$ cat src/rtl/wrg_pkg.sv
package wrg_pkg;
  typedef enum logic {REGION_CSR = 1'b0, REGION_SRAM = 1'b1} region_e;

  function automatic logic [3:0] full_mask(input logic region);
    return (region == REGION_SRAM) ? 4'b0011 : 4'b1111;
  endfunction
endpackage

$ cat src/rtl/wrg_addr_dec.sv
module wrg_addr_dec #(
  parameter int ADDR_W     = 12,
  parameter int CSR_IDX_W  = 3,
  parameter int SRAM_IDX_W = 4,
  parameter int IDX_W      = 4
) (
  input  logic [ADDR_W-1:0] addr_i,
  output logic              region_o,
  output logic [IDX_W-1:0]  idx_o,
  output logic [1:0]        dword_o
);
  import wrg_pkg::*;

  logic unused_addr;
  assign unused_addr = ^addr_i;

  always_comb begin
    region_o = addr_i[ADDR_W-1];
    if (region_o == REGION_SRAM) begin
      idx_o   = IDX_W'(addr_i[3 +: SRAM_IDX_W]);
      dword_o = {1'b0, addr_i[2]};
    end else begin
      idx_o   = IDX_W'(addr_i[4 +: CSR_IDX_W]);
      dword_o = addr_i[3:2];
    end
  end
endmodule

$ cat src/rtl/wrg_write_gather.sv
module wrg_write_gather #(
  parameter int TAG_W = 5
) (
  input  logic             clk,
  input  logic             rst,
  input  logic             wr_i,
  input  logic [TAG_W-1:0] tag_i,
  input  logic [1:0]       dword_i,
  input  logic [31:0]      wdata_i,
  output logic             commit_o,
  output logic [TAG_W-1:0] commit_tag_o,
  output logic [127:0]     commit_data_o,
  output logic             err_o
);
  import wrg_pkg::*;

  logic [3:0]       mask_q;
  logic [TAG_W-1:0] tag_q;
  logic [127:0]     data_q;
  logic             err_q;

  logic             hit;
  logic [3:0]       new_mask;
  logic [3:0]       need;
  logic [127:0]     new_data;

  always_comb begin
    hit      = (mask_q != 4'b0) && (tag_q == tag_i);
    new_mask = (hit ? mask_q : 4'b0) | (4'b0001 << dword_i);
    new_data = data_q;
    new_data[{dword_i, 5'b0} +: 32] = wdata_i;
    need     = full_mask(tag_i[TAG_W-1]);
    commit_o = wr_i && ((new_mask & need) == need);
  end

  assign commit_tag_o  = tag_i;
  assign commit_data_o = new_data;
  assign err_o         = err_q;

  always_ff @(posedge clk) begin
    if (rst) begin
      mask_q <= 4'b0;
      tag_q  <= '0;
      data_q <= '0;
      err_q  <= 1'b0;
    end else begin
      err_q <= wr_i && (mask_q != 4'b0) && !hit;
      if (wr_i) begin
        tag_q  <= tag_i;
        data_q <= new_data;
        mask_q <= commit_o ? 4'b0 : new_mask;
      end
    end
  end
endmodule

$ cat src/rtl/wrg_read_snap.sv
module wrg_read_snap #(
  parameter int TAG_W = 5
) (
  input  logic             clk,
  input  logic             rst,
  input  logic             rd_i,
  input  logic [TAG_W-1:0] tag_i,
  input  logic [1:0]       dword_i,
  input  logic [127:0]     live_i,
  output logic             latch_o,
  output logic [31:0]      rdata_o,
  output logic             rvalid_o
);
  logic             valid_q;
  logic [TAG_W-1:0] tag_q;
  logic [127:0]     snap_q;

  assign latch_o = rd_i && (!valid_q || (tag_q != tag_i) || (dword_i == 2'd0));

  always_ff @(posedge clk) begin
    if (rst) begin
      valid_q  <= 1'b0;
      tag_q    <= '0;
      snap_q   <= '0;
      rdata_o  <= '0;
      rvalid_o <= 1'b0;
    end else begin
      rvalid_o <= rd_i;
      if (latch_o) begin
        valid_q <= 1'b1;
        tag_q   <= tag_i;
        snap_q  <= live_i;
        rdata_o <= live_i[{dword_i, 5'b0} +: 32];
      end else if (rd_i) begin
        rdata_o <= snap_q[{dword_i, 5'b0} +: 32];
      end
    end
  end
endmodule

$ cat src/rtl/wrg_store.sv
module wrg_store #(
  parameter int CSR_COUNT  = 8,
  parameter int SRAM_DEPTH = 16,
  parameter int CSR_IDX_W  = 3,
  parameter int SRAM_IDX_W = 4,
  parameter int IDX_W      = 4,
  parameter int RC_INDEX   = 6
) (
  input  logic               clk,
  input  logic               rst,
  input  logic               commit_i,
  input  logic [IDX_W:0]     commit_tag_i,
  input  logic [127:0]       commit_data_i,
  input  logic               byp_wr_i,
  input  logic [CSR_IDX_W-1:0] byp_idx_i,
  input  logic [1:0]         byp_dword_i,
  input  logic [31:0]        byp_data_i,
  input  logic               rc_clr_i,
  input  logic [IDX_W:0]     rd_tag_i,
  output logic [127:0]       live_o
);
  import wrg_pkg::*;

  logic [127:0] csr_q  [CSR_COUNT];
  logic [63:0]  sram_q [SRAM_DEPTH];

  logic csr_commit;
  logic sram_commit;
  assign csr_commit  = commit_i && (commit_tag_i[IDX_W] == REGION_CSR);
  assign sram_commit = commit_i && (commit_tag_i[IDX_W] == REGION_SRAM);

  always_ff @(posedge clk) begin
    if (rst) begin
      for (int i = 0; i < CSR_COUNT; i++) csr_q[i] <= '0;
    end else begin
      if (rc_clr_i) csr_q[RC_INDEX] <= '0;
      if (csr_commit) csr_q[commit_tag_i[CSR_IDX_W-1:0]] <= commit_data_i;
      if (byp_wr_i) csr_q[byp_idx_i][{byp_dword_i, 5'b0} +: 32] <= byp_data_i;
    end
  end

  always_ff @(posedge clk) begin
    if (sram_commit) sram_q[commit_tag_i[SRAM_IDX_W-1:0]] <= commit_data_i[63:0];
  end

  always_comb begin
    if (rd_tag_i[IDX_W] == REGION_SRAM)
      live_o = {64'b0, sram_q[rd_tag_i[SRAM_IDX_W-1:0]]};
    else
      live_o = csr_q[rd_tag_i[CSR_IDX_W-1:0]];
  end
endmodule

$ cat src/rtl/wide_reg_gather.sv
module wide_reg_gather #(
  parameter int              ADDR_W      = 12,
  parameter int              CSR_COUNT   = 8,
  parameter int              SRAM_DEPTH  = 16,
  parameter int              RC_INDEX    = 6,
  parameter logic [ADDR_W-1:0] BYPASS_ADDR = 12'h070
) (
  input  logic              clk,
  input  logic              rst,
  input  logic              host_wr,
  input  logic              host_rd,
  input  logic [ADDR_W-1:0] host_addr,
  input  logic [31:0]       host_wdata,
  output logic [31:0]       host_rdata,
  output logic              host_rvalid,
  output logic              merge_err
);
  localparam int CSR_IDX_W  = $clog2(CSR_COUNT);
  localparam int SRAM_IDX_W = $clog2(SRAM_DEPTH);
  localparam int IDX_W      = (CSR_IDX_W > SRAM_IDX_W) ? CSR_IDX_W : SRAM_IDX_W;
  localparam int TAG_W      = IDX_W + 1;
  localparam logic [TAG_W-1:0] RC_TAG = {1'b0, IDX_W'(RC_INDEX)};

  logic             region;
  logic [IDX_W-1:0] idx;
  logic [1:0]       dword;
  logic [TAG_W-1:0] tag;
  logic             byp_hit;
  logic             gather_commit;
  logic [TAG_W-1:0] commit_tag;
  logic [127:0]     commit_data;
  logic             snap_latch;
  logic [127:0]     live;

  wrg_addr_dec #(
    .ADDR_W(ADDR_W), .CSR_IDX_W(CSR_IDX_W), .SRAM_IDX_W(SRAM_IDX_W), .IDX_W(IDX_W)
  ) u_dec (
    .addr_i(host_addr), .region_o(region), .idx_o(idx), .dword_o(dword)
  );

  assign tag     = {region, idx};
  assign byp_hit = host_wr && (host_addr == BYPASS_ADDR);

  wrg_write_gather #(.TAG_W(TAG_W)) u_gather (
    .clk(clk), .rst(rst),
    .wr_i(host_wr && !byp_hit), .tag_i(tag), .dword_i(dword), .wdata_i(host_wdata),
    .commit_o(gather_commit), .commit_tag_o(commit_tag), .commit_data_o(commit_data),
    .err_o(merge_err)
  );

  wrg_read_snap #(.TAG_W(TAG_W)) u_snap (
    .clk(clk), .rst(rst),
    .rd_i(host_rd), .tag_i(tag), .dword_i(dword), .live_i(live),
    .latch_o(snap_latch), .rdata_o(host_rdata), .rvalid_o(host_rvalid)
  );

  wrg_store #(
    .CSR_COUNT(CSR_COUNT), .SRAM_DEPTH(SRAM_DEPTH), .CSR_IDX_W(CSR_IDX_W),
    .SRAM_IDX_W(SRAM_IDX_W), .IDX_W(IDX_W), .RC_INDEX(RC_INDEX)
  ) u_store (
    .clk(clk), .rst(rst),
    .commit_i(gather_commit), .commit_tag_i(commit_tag), .commit_data_i(commit_data),
    .byp_wr_i(byp_hit), .byp_idx_i(BYPASS_ADDR[4 +: CSR_IDX_W]),
    .byp_dword_i(BYPASS_ADDR[3:2]), .byp_data_i(host_wdata),
    .rc_clr_i(snap_latch && (tag == RC_TAG)),
    .rd_tag_i(tag), .live_o(live)
  );
endmodule

$ cat config.mk
export PLATFORM = sky130hd
export DESIGN_NAME = wide_reg_gather
export DESIGN_NICKNAME = d
export VERILOG_FILES = /design/src/rtl/wrg_pkg.sv /design/src/rtl/wrg_addr_dec.sv /design/src/rtl/wrg_write_gather.sv /design/src/rtl/wrg_read_snap.sv /design/src/rtl/wrg_store.sv /design/src/rtl/wide_reg_gather.sv
export SDC_FILE = /design/constraint.sdc
export NUM_CORES = 2
export LEC_CHECK = 0
export ABC_AREA = 1
export BUFFER_PORTS_ARGS = -buffer_cell sky130_fd_sc_hd__buf_4
export CAP_MARGIN = 25
export CELL_PAD_IN_SITES_DETAIL_PLACEMENT = 1
export CELL_PAD_IN_SITES_GLOBAL_PLACEMENT = 2
export CORE_ASPECT_RATIO = 2
export CORE_MARGIN = 5
export CORE_UTILIZATION = 44
export CTS_CLUSTER_SIZE = 28
export DETAILED_ROUTE_END_ITERATION = 16
export PLACE_DENSITY = 0.83
export SLEW_MARGIN = 5
export SYNTH_ARGS = -nofsm -noshare
export SYNTH_HDL_FRONTEND = slang
export SYNTH_SLANG_ARGS = --single-unit
$ cat constraint.sdc
create_clock -name clk -period 23.5 [get_ports clk]
set_input_delay 7.05 -clock clk [delete_from_list [all_inputs] [get_ports clk]]
set_output_delay 7.05 -clock clk [all_outputs]
set_load 0.1 [all_outputs]
### Word level (Yosys, flattened, before mapping)

Memories as Yosys holds them, arrays and structs flattened.
Index checks and enable logic that the tools add are counted.
Widths: inputs -> output; s select.

| word-level totals | value |
|---|---|
| word-level logic and storage cells | 77 |
| memory bits (writable) | 2048 |
| memories | 2 |
| flip-flop bits (word level) | 305 |
| input port bits | 48 |

Memory list:

| memory | words | width | rd ports | clocked after Yosys merged registers in | write ports | line | RTL |
|---|---|---|---|---|---|---|---|
| u_store.csr_q | 8 | 128 | 1 | 0 | 8 | wrg_store.sv:24 | `logic [127:0] csr_q [CSR_COUNT];` |
| u_store.sram_q | 16 | 64 | 1 | 0 | 1 | wrg_store.sv:25 | `logic [63:0] sram_q [SRAM_DEPTH];` |

| operators by class | value |
|---|---|
| add/subtract/negate cells | 1 |
| reductions and logical operators | 19 |
| equality and inequality tests | 6 |
| bitwise operators | 8 |
| mux-type cells | 27 |
| shift operators | 5 |

Operators by type and width:

| kind | count |
|---|---|
| $mux 128 | 3 |
| $shiftx 128x8->32 | 2 |
| $bwmux 128 | 1 |
| $reduce_or 128->1 | 1 |
| $shift 32x9->128 const A | 1 |
| $shiftx 32x9->128 | 1 |
| $mux 32 | 3 |
| $mux 4 | 4 |
| $mux 1 | 14 |
| $eq 12x7->1 const B | 1 |
| $logic_and 1x1->1 | 10 |
| $neg 7->9 | 1 |
| $eq 5x3->1 const B | 1 |
| $eq 5x5->1 | 1 |
| $ne 5x5->1 | 1 |
| $and 4x4->4 | 1 |
| $eq 4x4->1 | 1 |
| $or 4x4->4 | 1 |
| $reduce_bool 4->1 | 1 |
| $shl 1x2->4 const A | 1 |
| $eq 3x3->1 const A | 1 |
| $logic_not 1->1 | 3 |
| $mux 3 | 1 |
| $and 1x1->1 | 2 |
| 6 further kinds | 9 |

### Longest topological paths before layout

| logic depth | value |
|---|---|
| depth in word-level cells | 15 |
| depth in mapped cells | 20 |

### By module

Synthesis repeated with hierarchy kept, for this count alone.

| second synthesis, totals | value |
|---|---|
| cell total of the unflattened synthesis | 12207 |
| area total of the unflattened synthesis | 112127.5 um^2 |

By module, submodules not included:

| module | area an instance (um^2) | seq. area each (um^2) | cells an instance | instances |
|---|---|---|---|---|
| wrg_store | 96994.3 | 61499.0 | 9948 | 1 |
| wrg_read_snap | 7634.8 | 3343.2 | 1135 | 1 |
| wrg_write_gather | 7292.0 | 2762.6 | 1075 | 1 |
| wide_reg_gather | 138.9 | 0.0 | 33 | 1 |
| wrg_addr_dec | 67.6 | 0.0 | 16 | 1 |

### Least setup slack after synthesis

Ideal clock, no wire load.

| path | value |
|---|---|
| kind | input -> register |
| start point | input port host_addr[2] |
| end point | memory u_store.sram_q[0][0], enable pin |
| data required time | 22935 ps |
| arrival | 13092 ps |
| buffers on the path | 3 |
| setup time | 565 ps |
| cell stages on the path | 11 |
| path slack | 9843 ps |
| cells stage by stage | clkbuf_1 inv_1 clkbuf_1 buf_1 ha_1 inv_1 nand2_1 nand2_1 nor2_1 nand2_1 nor3_1 |

| on the way | value |
|---|---|
| cells in the longest elaborated chain, start to end | 9 |

RTL lines:

| what | line | RTL |
|---|---|---|
| start, declared | wide_reg_gather.sv:12 | `input logic [ADDR_W-1:0] host_addr,` |
| $mux 2 | wrg_addr_dec.sv:19 | `if (region_o == REGION_SRAM) begin` |
| $shl 1x2->4 | wrg_write_gather.sv:29 | `new_mask = (hit ? mask_q : 4'b0) \| (4'b0001 << dword_i);` |
| $or 4x4->4 | wrg_write_gather.sv:29 |  |
| $and 4x4->4 | wrg_write_gather.sv:33 | `commit_o = wr_i && ((new_mask & need) == need);` |
| $eq 4x4->1 | wrg_write_gather.sv:33 |  |
| $logic_and 1x1->1 * | wrg_write_gather.sv:33 |  |
| $logic_and 1x1->1 * | wrg_store.sv:30 | `assign sram_commit = commit_i && (commit_tag_i[IDX_W] == REGION_SRAM);` |
| $mux 1 * | wrg_store.sv:43 | `if (sram_commit) sram_q[commit_tag_i[SRAM_IDX_W-1:0]] <= commit_data_i[63:0];` |
| $mux 1 (not written as such) * | wrg_store.sv:43 |  |
| end, declared | wrg_store.sv:25 |  |

Every way passes the cells marked *; elsewhere a longest branch is shown, timed or not.

==> flow_metrics.py <==
metrics = {
    "cells_and_area": {
        "fin_cells": 14300,
        "drive_gt1_share_pct": 5.887,
        "fillCellCount": 26620,
        "area_delta_synth_final_pct": 9.908,
        "layout_commonest_cell": "nand2_1",
        "num-nets-final": 11130,
        "layout_common_cells": "nand2_1 (4536), edfxtp_1 (2048), nor2_1 (1307), nand3_1 (635), inv_1 (569)",
    },
    "sta": {
        "layout_setup_ws_ns": 10.37,
        "period_share_pct": 55.89,
        "relSlewSlack_pct": 19.65,
        "max_freq_ghz": 0.07614,
        "finalMaxSlewViolations": 0,
        "period_minus_slack_ns": 13.13,
        "finalSetupViolCount": 0,
        "grt_setup_unrepaired": "false",
        "fin_tns_setup_ns": 0,
        "timing.final.hold_violations": 0,
        "fin_hold_ws_ns": 0.4776,
        "skew_ns": 0.03147,
        "tightest_slew_ns": 1.205,
    },
    "outcome": {
        "status": "finished, final reports clean",
    },
    "grt": {
        "overflow": 0,
        "antenna_found_initial": 18,
        "grt-busiest-layer": "met2",
        "met2_usage_pct": 54.66,
        "grt_pass1_wl_mm": 550.5,
        "grt_max_degree": 187,
        "met1_usage_pct": 36.27,
        "first_global_vias": 85060,
        "grtUsageTotal_pct": 29.79,
        "grt_use_met3_pct": 3.202,
    },
    "cts": {
        "h-tree-depth": 4,
        "clock_latency_ns": 0.89,
        "cts_tree": "done",
        "cts.sinks": 2353,
        "numCtsBuffers": 215,
        "hold_buffers": 0,
        "post_cts_resized": 0,
        "post_cts_buffers": 0,
        "cts-root-buf": "clkbuf_16",
        "cts.reportedPaths.clkPinSlew_ns": 0.07,
        "clock_path_buffers": 4,
    },
    "placed_design": {
        "place_hpwl_mm": 223.7,
        "place_inst": 13900,
        "port_buffers": 81,
        "gp_congestion": 0.8278,
        "pre_cts_slack_ns": 9.463,
    },
    "logic_synthesis": {
        "synth_cell_types": 31,
        "synth_top_area_cell": "edfxtp_1",
        "synth_xor_area_share_pct": 0.01680,
        "synth_edf_count": 2048,
        "synth-seq-area-share_pct": 64.83,
        "syn_nets": 11360,
        "synth.avg_cell_area_um2": 9.224,
        "yosys.area_share.adder_pct": 0.09599,
        "synth_compound_area_share_pct": 3.955,
        "syn_inst": 11310,
        "synth_area_um2": 104300,
        "ys_seq_elements": 2353,
        "synth-main-ff-cell": "edfxtp_1",
        "synth_simple_gate_area_share_pct": 25.81,
        "yosys_warnings": 0,
        "synth_top_cell_area_share_pct": 58.98,
        "yosys-mux-area-fraction_pct": 0,
        "synth_top_family_by_area": "simple AND/OR/NAND/NOR gates",
        "ys_async_sr_fraction_pct": 0,
        "synth_area_leaders": "edfxtp_1 (59%), nand2_1 (16%), dfxtp_1 (5.9%)",
    },
    "hold_path": {
        "worstHoldPathType": "flop to flop",
        "worstHoldStart": "u_snap.snap_q[93]",
        "hold_path_end": "u_snap.snap_q[93]",
        "min_path_cells": 2,
    },
    "worst_setup_path": {
        "cp_max_fo": 52,
        "cp-start-kind": "input port",
        "cp_common_cell": "buf_4",
        "r2r-end": "u_store.csr_q[3][109]",
        "critical_path_required_ns": 24.01,
        "timing.critical_path.buf_inv": 5,
        "critPathTopFamily": "simple AND/OR/NAND/NOR gates",
        "crit_path_end_kind": "flop",
        "r2r_cells": 12,
        "r2r_slack_ns": 18.09,
        "crit_type": "input port to flop",
        "worstPathCellList": "buf_4 > inv_2 > nand2_1 > nand2_4 > buf_4 > o211ai_1 > nor2_1 > nand3_1 > nand3_1 > nand2_1 > nor2_4 > nand3_4 > nand2_4 > buf_4 > buf_4",
        "reg2reg_from": "u_gather.tag_q[4]",
        "arrival_ns": 13.64,
        "cp_slowest_cell": "buf_4",
        "slowest_delay_ns": 0.81,
    },
    "routing": {
        "drc": 0,
        "routedWlPerCell_um": 26.42,
        "antenna_left": 0,
        "drt_pass1_iterations": 6,
        "drt_iter0_drc": 6809,
        "wl_mm": 377.9,
        "vias": 80830,
        "via_per_inst": 5.652,
    },
    "die": {
        "fp.coreArea_um2": 235800,
        "dieWidth_um": 354.2,
        "die_height_um": 698.5,
        "io_pins": 82,
        "start_util_pct": 44.21,
        "num_rows": 252,
        "fp.dieArea_um2": 247400,
    },
    "pwr": {
        "internal_power_w": 0.006761,
        "leakagePower_nw": 46.82,
        "share_comb_of_total_power_pct": 10.6,
        "p_sw_share_pct": 26.17,
        "p_sw_w": 0.002396,
        "pwr-share-clk_pct": 38.3,
        "ir_drop_uv": 63.48,
        "pwr-share-seq_pct": 51.1,
        "power_density_nw_per_um2": 79.90,
    },
    "run": {
        "cap_viol_max_count": 0,
    },
}
-- layer usage --
metal | up-vias | share of wire [%] | wire length [um]
li1 | 36170 | - | -
met1 | 41500 | 39 | 147900
met2 | 2416 | 52 | 195300
met3 | 730 | 5.2 | 19830
met4 | 12 | 3.9 | 14840
met5 | - | 0.018 | 69
-- layout make-up --
| cell class | count | area, um^2 | share of cell area (%) |
|---|---|---|---|
| flip-flops and latches | 2353 | 67600 | 58.99 |
| multi-input cells | 7536 | 31560 | 27.54 |
| clock buffers | 296 | 5969 | 5.208 |
| well taps | 3048 | 3814 | 3.327 |
| inverters | 671 | 2531 | 2.208 |
| repair buffers | 295 | 2313 | 2.019 |
| clock inverters | 94 | 798.3 | 0.6965 |
| diodes | 8 | 20.02 | 0.01747 |
-- flip-flops by register name, indices dropped and copies added (netlist names) --
register / flops
u_snap.rdata_o: 32
u_gather.tag_q: 5
u_store.sram_q: 1024
u_gather.err_o: 1
u_gather.mask_q: 4
u_snap.tag_q: 5
u_store.csr_q: 1024
u_snap.valid_q: 1
u_snap.rvalid_o: 1
u_snap.snap_q: 128
u_gather.data_q: 128
-- synth_stat cells (all sizes together) (96+ instances only) --
| library cell | n |
|---|---|
| clkbuf | 533 |
| a21oi | 314 |
| dfxtp | 305 |
| nand3 | 642 |
| edfxtp | 2048 |
| clkinv | 96 |
| nand2 | 4553 |
| o22ai | 96 |
| nor2 | 1328 |
| inv | 575 |
| buf | 212 |
| o21ai | 336 |
| nand3b | 189 |
-- through the flow --
stage               area (um^2)  util (%)  total power [W]
floorplan                104300         -         0.005338
global placement         107800     45.70         0.005707
detailed placement       107800     45.72         0.005734
CTS                      114600     48.59         0.009209
global route             114600     48.59         0.009468
finish                   114600     48.60         0.009157
-- kinds of logic (layout without fill, tap and decap cells) --
kind of cell / count (synthesis) / in the layout
and+or+nand+nor: 6744 / 6744
DFF: 2353 / 2353
buffers and inverters: 1416 / 1356
AOI/OAI and AO/OA: 782 / 782
adders and majority gates: 8 / 8
xor gates and xnor gates: 2 / 2
other: 0 / 8
-- worst max path at each step --
stage	start	end	slack [ns]	cells after the start
3_3_place_gp	host_addr[11]	u_store.csr_q[3][17]	9.39	15
3_5_place_dp	host_addr[11]	u_store.csr_q[3][24]	9.46	15
4_1_cts	host_addr[11]	u_store.csr_q[3][24]	10.41	15
2_1_floorplan	host_addr[2]	u_store.sram_q[0][0]	9.84	11
5_1_grt	host_addr[11]	u_store.csr_q[3][21]	10.09	15
6_report	host_addr[11]	u_store.csr_q[3][109]	10.37	15
-- worst min-delay path, delay by kind of cell, from the launching register on --
family | cells | cell delay (ns)
flip-flops | 1 | 0.30
AND/OR/NAND/NOR | 1 | 0.07
AO/OA/AOI/OAI | 1 | 0.06
-- power by group through the flow --
stage	sequential, W	combinational [W]	clock, W
after floorplan	0.00479	0.000548	0
after global placement	0.00477	0.000941	0
after detailed placement	0.00477	0.000963	0
after CTS	0.00468	0.000968	0.00356
after global routing	0.00469	0.00105	0.00373
final	0.00468	0.000969	0.00351
No activity file was read; power rests on OpenSTA's default activity.
